<file path="src/rtl/spi_nor_pkg.sv">
package spi_nor_pkg;

    localparam logic [7:0] OPC_WR_EN   = 8'h06;
    localparam logic [7:0] OPC_PAGE_WR = 8'h02;
    localparam logic [7:0] OPC_RD_STAT = 8'h05;
    localparam logic [7:0] OPC_SEC_ER  = 8'hD8;
    localparam logic [7:0] OPC_CHIP_ER = 8'hC7;

    typedef enum logic [1:0] {
        JOB_PROG,
        JOB_SEC,
        JOB_CHIP
    } job_e;

    typedef enum logic [3:0] {
        ST_IDLE,
        ST_WREN,
        ST_GAP_EN,
        ST_OPCODE,
        ST_ADDR,
        ST_DATA,
        ST_GAP_OP,
        ST_RDSR,
        ST_STATUS,
        ST_GAP_POLL,
        ST_FINISH
    } seq_state_e;

endpackage

</file>
<file path="src/rtl/spi_byte_shifter.sv">
module spi_byte_shifter #(
    parameter int DIV = 2
) (
    input  logic       clk,
    input  logic       rst_n,
    input  logic       go,
    input  logic [7:0] tx_byte,
    input  logic       miso,
    output logic       sck,
    output logic       mosi,
    output logic [7:0] rx_byte,
    output logic       byte_done
);
    localparam int DIV_W = (DIV > 1) ? $clog2(DIV) : 1;

    logic             active;
    logic [DIV_W-1:0] div_q;
    logic [2:0]       bit_q;
    logic [7:0]       sh_q;

    always_ff @(posedge clk or negedge rst_n) begin
        if (!rst_n) begin
            active    <= 1'b0;
            div_q     <= '0;
            bit_q     <= '0;
            sh_q      <= '0;
            rx_byte   <= '0;
            sck       <= 1'b0;
            byte_done <= 1'b0;
        end else begin
            byte_done <= 1'b0;
            if (!active) begin
                sck <= 1'b0;
                if (go) begin
                    active <= 1'b1;
                    sh_q   <= tx_byte;
                    bit_q  <= '0;
                    div_q  <= '0;
                end
            end else if (div_q == DIV_W'(DIV - 1)) begin
                div_q <= '0;
                if (!sck) begin
                    // rising edge: capture the input bit
                    sck     <= 1'b1;
                    rx_byte <= {rx_byte[6:0], miso};
                end else begin
                    // falling edge: move to the next output bit
                    sck <= 1'b0;
                    if (bit_q == 3'd7) begin
                        active    <= 1'b0;
                        byte_done <= 1'b1;
                    end else begin
                        bit_q <= bit_q + 3'd1;
                        sh_q  <= {sh_q[6:0], 1'b0};
                    end
                end
            end else begin
                div_q <= div_q + DIV_W'(1);
            end
        end
    end

    assign mosi = sh_q[7];

    // output data holds while the clock is high
    p_mosi_hold_r3: assert property (@(posedge clk) disable iff (!rst_n)
        (sck && $past(sck)) |-> $stable(mosi));

    // a new byte is only launched while the shifter is idle
    p_go_when_idle_r3: assert property (@(posedge clk) disable iff (!rst_n)
        go |-> !active);

endmodule

</file>
<file path="src/rtl/flash_cmd_fsm.sv">
module flash_cmd_fsm
    import spi_nor_pkg::*;
#(
    parameter int GAP        = 2,
    parameter int POLL_W     = 16,
    parameter int PAGE_BYTES = 256,
    parameter int ADDR_W     = 24
) (
    input  logic                              clk,
    input  logic                              rst_n,
    input  logic                              start_prog,
    input  logic                              start_se,
    input  logic                              start_be,
    input  logic [ADDR_W-1:0]                 addr,
    input  logic [$clog2(PAGE_BYTES+1)-1:0]   byte_cnt,
    input  logic [POLL_W-1:0]                 poll_limit,
    input  logic [7:0]                        data_in,
    output logic                              data_req,
    output logic                              busy,
    output logic                              done,
    output logic                              err_len,
    output logic                              err_timeout,
    output logic                              cs_n,
    output logic                              sh_go,
    output logic [7:0]                        sh_tx,
    input  logic [7:0]                        sh_rx,
    input  logic                              sh_done
);
    localparam int CNT_W      = $clog2(PAGE_BYTES + 1);
    localparam int ADDR_BYTES = ADDR_W / 8;
    localparam int GAP_W      = (GAP > 1) ? $clog2(GAP) : 1;

    seq_state_e        state, nxt;
    job_e              job_q, job_pick;
    logic [ADDR_W-1:0] addr_q, addr_sh;
    logic [CNT_W-1:0]  cnt_q, idx;
    logic [POLL_W-1:0] lim_q, polls;
    logic [GAP_W-1:0]  gcnt;
    logic              launched, wip;
    logic              len_ok, accept, in_gap, gap_end, poll_hit, byte_st;

    assign len_ok   = (byte_cnt != '0) && (byte_cnt <= CNT_W'(PAGE_BYTES));
    assign accept   = (state == ST_IDLE) &&
                      (start_prog ? len_ok : (start_se || start_be));
    assign job_pick = start_prog ? JOB_PROG : (start_se ? JOB_SEC : JOB_CHIP);
    assign in_gap   = (state == ST_GAP_EN) || (state == ST_GAP_OP) ||
                      (state == ST_GAP_POLL);
    assign gap_end  = in_gap && (gcnt == GAP_W'(GAP - 1));
    assign poll_hit = (polls >= lim_q);

    // next-state logic
    always_comb begin
        nxt = state;
        unique case (state)
            ST_IDLE:     if (accept) nxt = ST_WREN;
            ST_WREN:     if (sh_done) nxt = ST_GAP_EN;
            ST_GAP_EN:   if (gap_end) nxt = ST_OPCODE;
            ST_OPCODE:   if (sh_done) nxt = (job_q == JOB_CHIP) ? ST_GAP_OP : ST_ADDR;
            ST_ADDR:     if (sh_done && idx == CNT_W'(ADDR_BYTES - 1))
                             nxt = (job_q == JOB_PROG) ? ST_DATA : ST_GAP_OP;
            ST_DATA:     if (sh_done && idx == cnt_q - CNT_W'(1)) nxt = ST_GAP_OP;
            ST_GAP_OP:   if (gap_end) nxt = ST_RDSR;
            ST_RDSR:     if (sh_done) nxt = ST_STATUS;
            ST_STATUS:   if (sh_done) nxt = ST_GAP_POLL;
            ST_GAP_POLL: if (gap_end) nxt = (!wip || poll_hit) ? ST_FINISH : ST_RDSR;
            ST_FINISH:   nxt = ST_IDLE;
            default:     nxt = ST_IDLE;
        endcase
    end

    // state register and sequencing counters
    always_ff @(posedge clk or negedge rst_n) begin
        if (!rst_n) begin
            state       <= ST_IDLE;
            job_q       <= JOB_PROG;
            addr_q      <= '0;
            cnt_q       <= '0;
            lim_q       <= '0;
            polls       <= '0;
            idx         <= '0;
            gcnt        <= '0;
            launched    <= 1'b0;
            wip         <= 1'b0;
            err_len     <= 1'b0;
            err_timeout <= 1'b0;
        end else begin
            state   <= nxt;
            err_len <= (state == ST_IDLE) && start_prog && !len_ok;
            if (nxt != state) begin
                idx  <= '0;
                gcnt <= '0;
            end else begin
                if (sh_done) idx <= idx + CNT_W'(1);
                if (in_gap)  gcnt <= gcnt + GAP_W'(1);
            end
            launched <= (nxt != state || sh_done) ? 1'b0 : (launched || sh_go);
            if (accept) begin
                job_q       <= job_pick;
                addr_q      <= addr;
                cnt_q       <= byte_cnt;
                lim_q       <= poll_limit;
                polls       <= '0;
                err_timeout <= 1'b0;
            end
            if (state == ST_STATUS && sh_done) begin
                wip   <= sh_rx[0];
                polls <= polls + POLL_W'(1);
            end
            if (state == ST_GAP_POLL && gap_end && wip && poll_hit)
                err_timeout <= 1'b1;
        end
    end

    // outputs
    assign addr_sh = addr_q >> (8 * (ADDR_BYTES - 1 - int'(idx)));

    always_comb begin
        byte_st = 1'b0;
        sh_tx   = 8'h00;
        unique case (state)
            ST_WREN:   begin byte_st = 1'b1; sh_tx = OPC_WR_EN; end
            ST_OPCODE: begin
                byte_st = 1'b1;
                sh_tx   = (job_q == JOB_PROG) ? OPC_PAGE_WR :
                          (job_q == JOB_SEC)  ? OPC_SEC_ER  : OPC_CHIP_ER;
            end
            ST_ADDR:   begin byte_st = 1'b1; sh_tx = addr_sh[7:0]; end
            ST_DATA:   begin byte_st = 1'b1; sh_tx = data_in; end
            ST_RDSR:   begin byte_st = 1'b1; sh_tx = OPC_RD_STAT; end
            ST_STATUS: begin byte_st = 1'b1; sh_tx = 8'h00; end
            default:   begin byte_st = 1'b0; sh_tx = 8'h00; end
        endcase
        cs_n     = !byte_st;
        sh_go    = byte_st && !launched;
        data_req = sh_go && (state == ST_DATA);
        busy     = (state != ST_IDLE) && (state != ST_FINISH);
        done     = (state == ST_FINISH);
    end

    // completion follows a busy interval
    p_done_after_busy_r8: assert property (@(posedge clk) disable iff (!rst_n)
        done |-> $past(busy));

    // a rejected request leaves the link and busy untouched
    p_reject_quiet_r4: assert property (@(posedge clk) disable iff (!rst_n)
        err_len |-> (cs_n && !busy));

    // data is only pulled inside a selected frame
    p_data_in_frame_r2: assert property (@(posedge clk) disable iff (!rst_n)
        data_req |-> !cs_n);

    // the timeout flag rises together with completion
    p_timeout_with_done_r9: assert property (@(posedge clk) disable iff (!rst_n)
        $rose(err_timeout) |-> done);

endmodule

</file>
<file path="src/rtl/spi_nor_writer.sv">
module spi_nor_writer #(
    parameter int CLK_DIV    = 2,
    parameter int CS_GAP     = 2,
    parameter int POLL_W     = 16,
    parameter int PAGE_BYTES = 256,
    parameter int ADDR_W     = 24
) (
    input  logic                            clk,
    input  logic                            rst_n,
    input  logic                            start_prog,
    input  logic                            start_se,
    input  logic                            start_be,
    input  logic [ADDR_W-1:0]               addr,
    input  logic [$clog2(PAGE_BYTES+1)-1:0] byte_cnt,
    input  logic [POLL_W-1:0]               poll_limit,
    input  logic [7:0]                      data_in,
    output logic                            data_req,
    output logic                            busy,
    output logic                            done,
    output logic                            err_len,
    output logic                            err_timeout,
    output logic                            spi_cs_n,
    output logic                            spi_sck,
    output logic                            spi_mosi,
    input  logic                            spi_miso
);
    logic       sh_go, sh_done;
    logic [7:0] sh_tx, sh_rx;

    flash_cmd_fsm #(
        .GAP(CS_GAP), .POLL_W(POLL_W), .PAGE_BYTES(PAGE_BYTES), .ADDR_W(ADDR_W)
    ) u_fsm (
        .clk(clk), .rst_n(rst_n),
        .start_prog(start_prog), .start_se(start_se), .start_be(start_be),
        .addr(addr), .byte_cnt(byte_cnt), .poll_limit(poll_limit),
        .data_in(data_in), .data_req(data_req),
        .busy(busy), .done(done), .err_len(err_len), .err_timeout(err_timeout),
        .cs_n(spi_cs_n), .sh_go(sh_go), .sh_tx(sh_tx),
        .sh_rx(sh_rx), .sh_done(sh_done)
    );

    spi_byte_shifter #(.DIV(CLK_DIV)) u_shift (
        .clk(clk), .rst_n(rst_n), .go(sh_go), .tx_byte(sh_tx),
        .miso(spi_miso), .sck(spi_sck), .mosi(spi_mosi),
        .rx_byte(sh_rx), .byte_done(sh_done)
    );

    // the clock idles low whenever the device is deselected
    p_sck_idle_r3: assert property (@(posedge clk) disable iff (!rst_n)
        spi_cs_n |-> !spi_sck);

endmodule

</file>
<file path="config.mk">
export PLATFORM = sky130hd
export DESIGN_NAME = spi_nor_writer
export DESIGN_NICKNAME = d
export VERILOG_FILES = /design/src/rtl/spi_nor_pkg.sv /design/src/rtl/spi_byte_shifter.sv /design/src/rtl/flash_cmd_fsm.sv /design/src/rtl/spi_nor_writer.sv
export SDC_FILE = /design/constraint.sdc
export NUM_CORES = 1
export LEC_CHECK = 0
export ABC_AREA = 1
export BUFFER_PORTS_ARGS = -buffer_cell sky130_fd_sc_hd__buf_2
export CAP_MARGIN = 20
export CORE_ASPECT_RATIO = 1.25
export CORE_UTILIZATION = 55
export CTS_BUF_LIST = sky130_fd_sc_hd__clkbuf_8 sky130_fd_sc_hd__clkbuf_16
export DETAILED_ROUTE_END_ITERATION = 10
export GPL_TIMING_DRIVEN = 1
export PLACE_DENSITY = 0.77
export REMOVE_ABC_BUFFERS = 1
export SLEW_MARGIN = 10
export SYNTH_ARGS = -nofsm -noshare
export SYNTH_HDL_FRONTEND = slang
export SYNTH_SLANG_ARGS = --single-unit
</file>
<file path="constraint.sdc">
create_clock -name clk -period 4.6 [get_ports clk]
set_clock_uncertainty 0.05 [all_clocks]
set_input_delay 0.92 -clock clk [delete_from_list [all_inputs] [get_ports clk]]
set_output_delay 0.92 -clock clk [all_outputs]
set_load 0.01 [all_outputs]
</file>
==> results.toml <==
[die]
die_x_um = 93.1
core_um2 = 10100
die_area_um2 = 10800
die_y_um = 116
initial_core_util = 0.564
placementRows = 41
ios = 71

[global_route]
use_met2 = 0.463
antenna_found_initial = 0
grt_usage = 0.263
overflow = 0
grt_pass1_wl_um = 22100
grt_max_degree = 80
grt_busiest_layer = "met2"
grtUsageMet1 = 0.321
grt.met3_usage = 0.0328
grt_pass1_vias = 4874

[worst_setup_path]
slowest_stage = "buf_4"
ff2ff_setup_slack_ns = 1.74
path_class = "input pin to flop"
rr_endpoint = "u_fsm.lim_q[13]"
r2r_start = "u_fsm.state[1]"
cp.arrival_ns = 3.01
cp_cell_sequence = "buf_2, nor2_1, nand3_1, nor2_1, nand2_1, nand3_1, nand3_2, buf_4, inv_2, buf_4, o21ai_0"
cp-start-kind = "input pin"
cp-startpoint = "byte_cnt[1]"
r2r_cells = 8
cpPeakStageDelay_ns = 0.52
required_ns = 4.74
end_kind = "flop"
crit_path_max_fanout = 79

[yosys]
synth.avg_cell_area_um2 = 7.62
synth_cells = 748
ys_ff_latch = 101
ys.warnings.count = 0
synth_area_leaders = "dfrtp_1, nand2_1, o21ai_0, inv_1, ha_1"
synth_top_cell_by_area = "dfrtp_1"
ys_seq_area_frac = 0.443
synth.cell_area_um2 = 5700
synth_cell_types = 41
synth_top_area_frac = 0.443

[timing]
setup_tns_ns = 0
period_share = 0.625
grt_setup_unrepaired = "false"
drv_slew = 0
tightestPinTransition_ns = 0.641
setup_viol = 0
worst_hold_slack_ns = 0.428
hold_viol_final = 0
max-slew-margin-rel = 0.572
period_minus_slack_ns = 2.87
fmax_mhz = 348

[finish]
final_cell_mix = "nand2_1, dfrtp_1, inv_1"
drive_gt1_frac = 0.170
layout_commonest_cell = "nand2_1"
fin_nets = 897
final_area_um2 = 6490
area_delta_synth_final_pct = 13.9
diodes = 0

[flow_run]
max_cap_violations = 0

[clock_tree]
root_buffer = "clkbuf_16"
cts-htree-levels = 3
cts.path.max_buffers = 2
post_cts_buffers = 0
ctsHoldBuffers = 0
clk_pin_slew_ns = 0.07
clk_latency_ns = 0.35
cts_buffers = 9
cts_resized = 0
cts_tree = "done"
cts_sinks = 101

[hold_path]
holdPathStages = 2
worst_hold_path_type = "flop to flop"
hold_end = "u_fsm.wip"
min_from = "u_shift.rx_byte[0]"

[outcome]
status = "finished clean"

[routing]
drt-wirelength-per-cell_um = 13.9
drt_pass1_iterations = 5
route.detailed.drc = 0
routed_wirelength_um = 13100
vias_per_cell = 5.37
ant_nets = 0
dr_total_vias = 5078
drt_iter0_markers = 284

[power_and_ir_drop]
cellLeakagePower_nw = 3.36
powerDensity_nw_per_um2 = 280
peakVddDrop_v = 0.000209

[place]
port_buffers = 70
place_area_um2 = 6140
place_congestion = 0.982
dp_hpwl_um = 9830
worst max-delay path: cells and delay by family:
family,cells,cell delay [ns]
buffers and inverters,4,1.02
AOI/OAI and AO/OA,1,0.20
and+or+nand+nor,6,0.85
synthesized netlist by cell type (all sizes together):
cell,count
a32o,1
a21oi,36
o21bai,2
nand2,213
a31oi,5
nand3,46
ha,22
clkinv,1
o2111ai,2
o31ai,3
dfrtp,101
or2,1
mux2,1
o22ai,2
inv,103
xnor2,3
xor2,8
o21ai,75
nor2,71
nor4,5
buf,7
clkbuf,14
nor3,9
o211ai,5
nand4,7
a22oi,2
a31o,1
o32ai,2
state kept, by name, summed over array words and instances, names as in the netlist, 2 cells and up:
signal / flops
u_fsm.addr_q: 24
u_fsm.cnt_q: 9
u_fsm.idx: 9
u_fsm.job_q: 2
u_fsm.lim_q: 16
u_fsm.polls: 16
u_fsm.state: 4
u_shift.bit_q: 3
u_shift.sh_q: 8
cells by family (layout without fill, tap and decap cells):
family / after synthesis / count (layout) / synth area share
compound gates: 136 / 136 / 0.131
xor+xnor: 11 / 11 / 0.0169
fa+ha+maj: 22 / 22 / 0.0483
buf+inv: 125 / 194 / 0.0861
flops: 101 / 101 / 0.443
mux: 1 / 1 / 0.00198
simple gates: 352 / 352 / 0.272
power breakdown:
part	switching [mW]	internal [mW]	total [mW]
logic	0.0301	0.0211	0.0512
clock network	0.343	0.535	0.877
registers	0.000188	0.888	0.888
total	0.373	1.44	1.82
layout make-up:
class                           instances  area (µm²)
Multi-Input combinational cell        522        2680
Clock buffer                            9         225
Fill cell                             897        3620
Sequential cell                       101        2530
Tap cell                              129         161
Inverter                              104         390
Clock inverter                          7         121
Timing Repair Buffer                   74         383
through the flow:
stage | util | total power, mW | setup WS [ns] | cells
finish | 0.642 | 1.82 | 1.73 | 946
global route | 0.642 | 1.87 | 1.38 | 946
CTS | 0.642 | 1.83 | 1.73 | 946
detailed placement | 0.608 | 0.958 | 1.37 | 930
global placement | 0.608 | 0.957 | 1.46 | 930
floorplan | - | 0.909 | 1.22 | 727
worst max path at each step:
stage | end | depth (start not counted)
after floorplan | u_fsm.addr_q[0] | 7
after global placement | u_fsm.addr_q[18] | 12
after detailed placement | u_fsm.addr_q[3] | 11
after CTS | u_fsm.addr_q[3] | 8
after global routing | u_fsm.lim_q[13] | 11
final | u_fsm.lim_q[13] | 11
layer usage:
layer	wire (µm)	vias up
li1	-	2542
met1	5580	2398
met2	6720	116
met3	449	22
met4	390	0
met5	0	-
(Power assumes the default switching activity.)
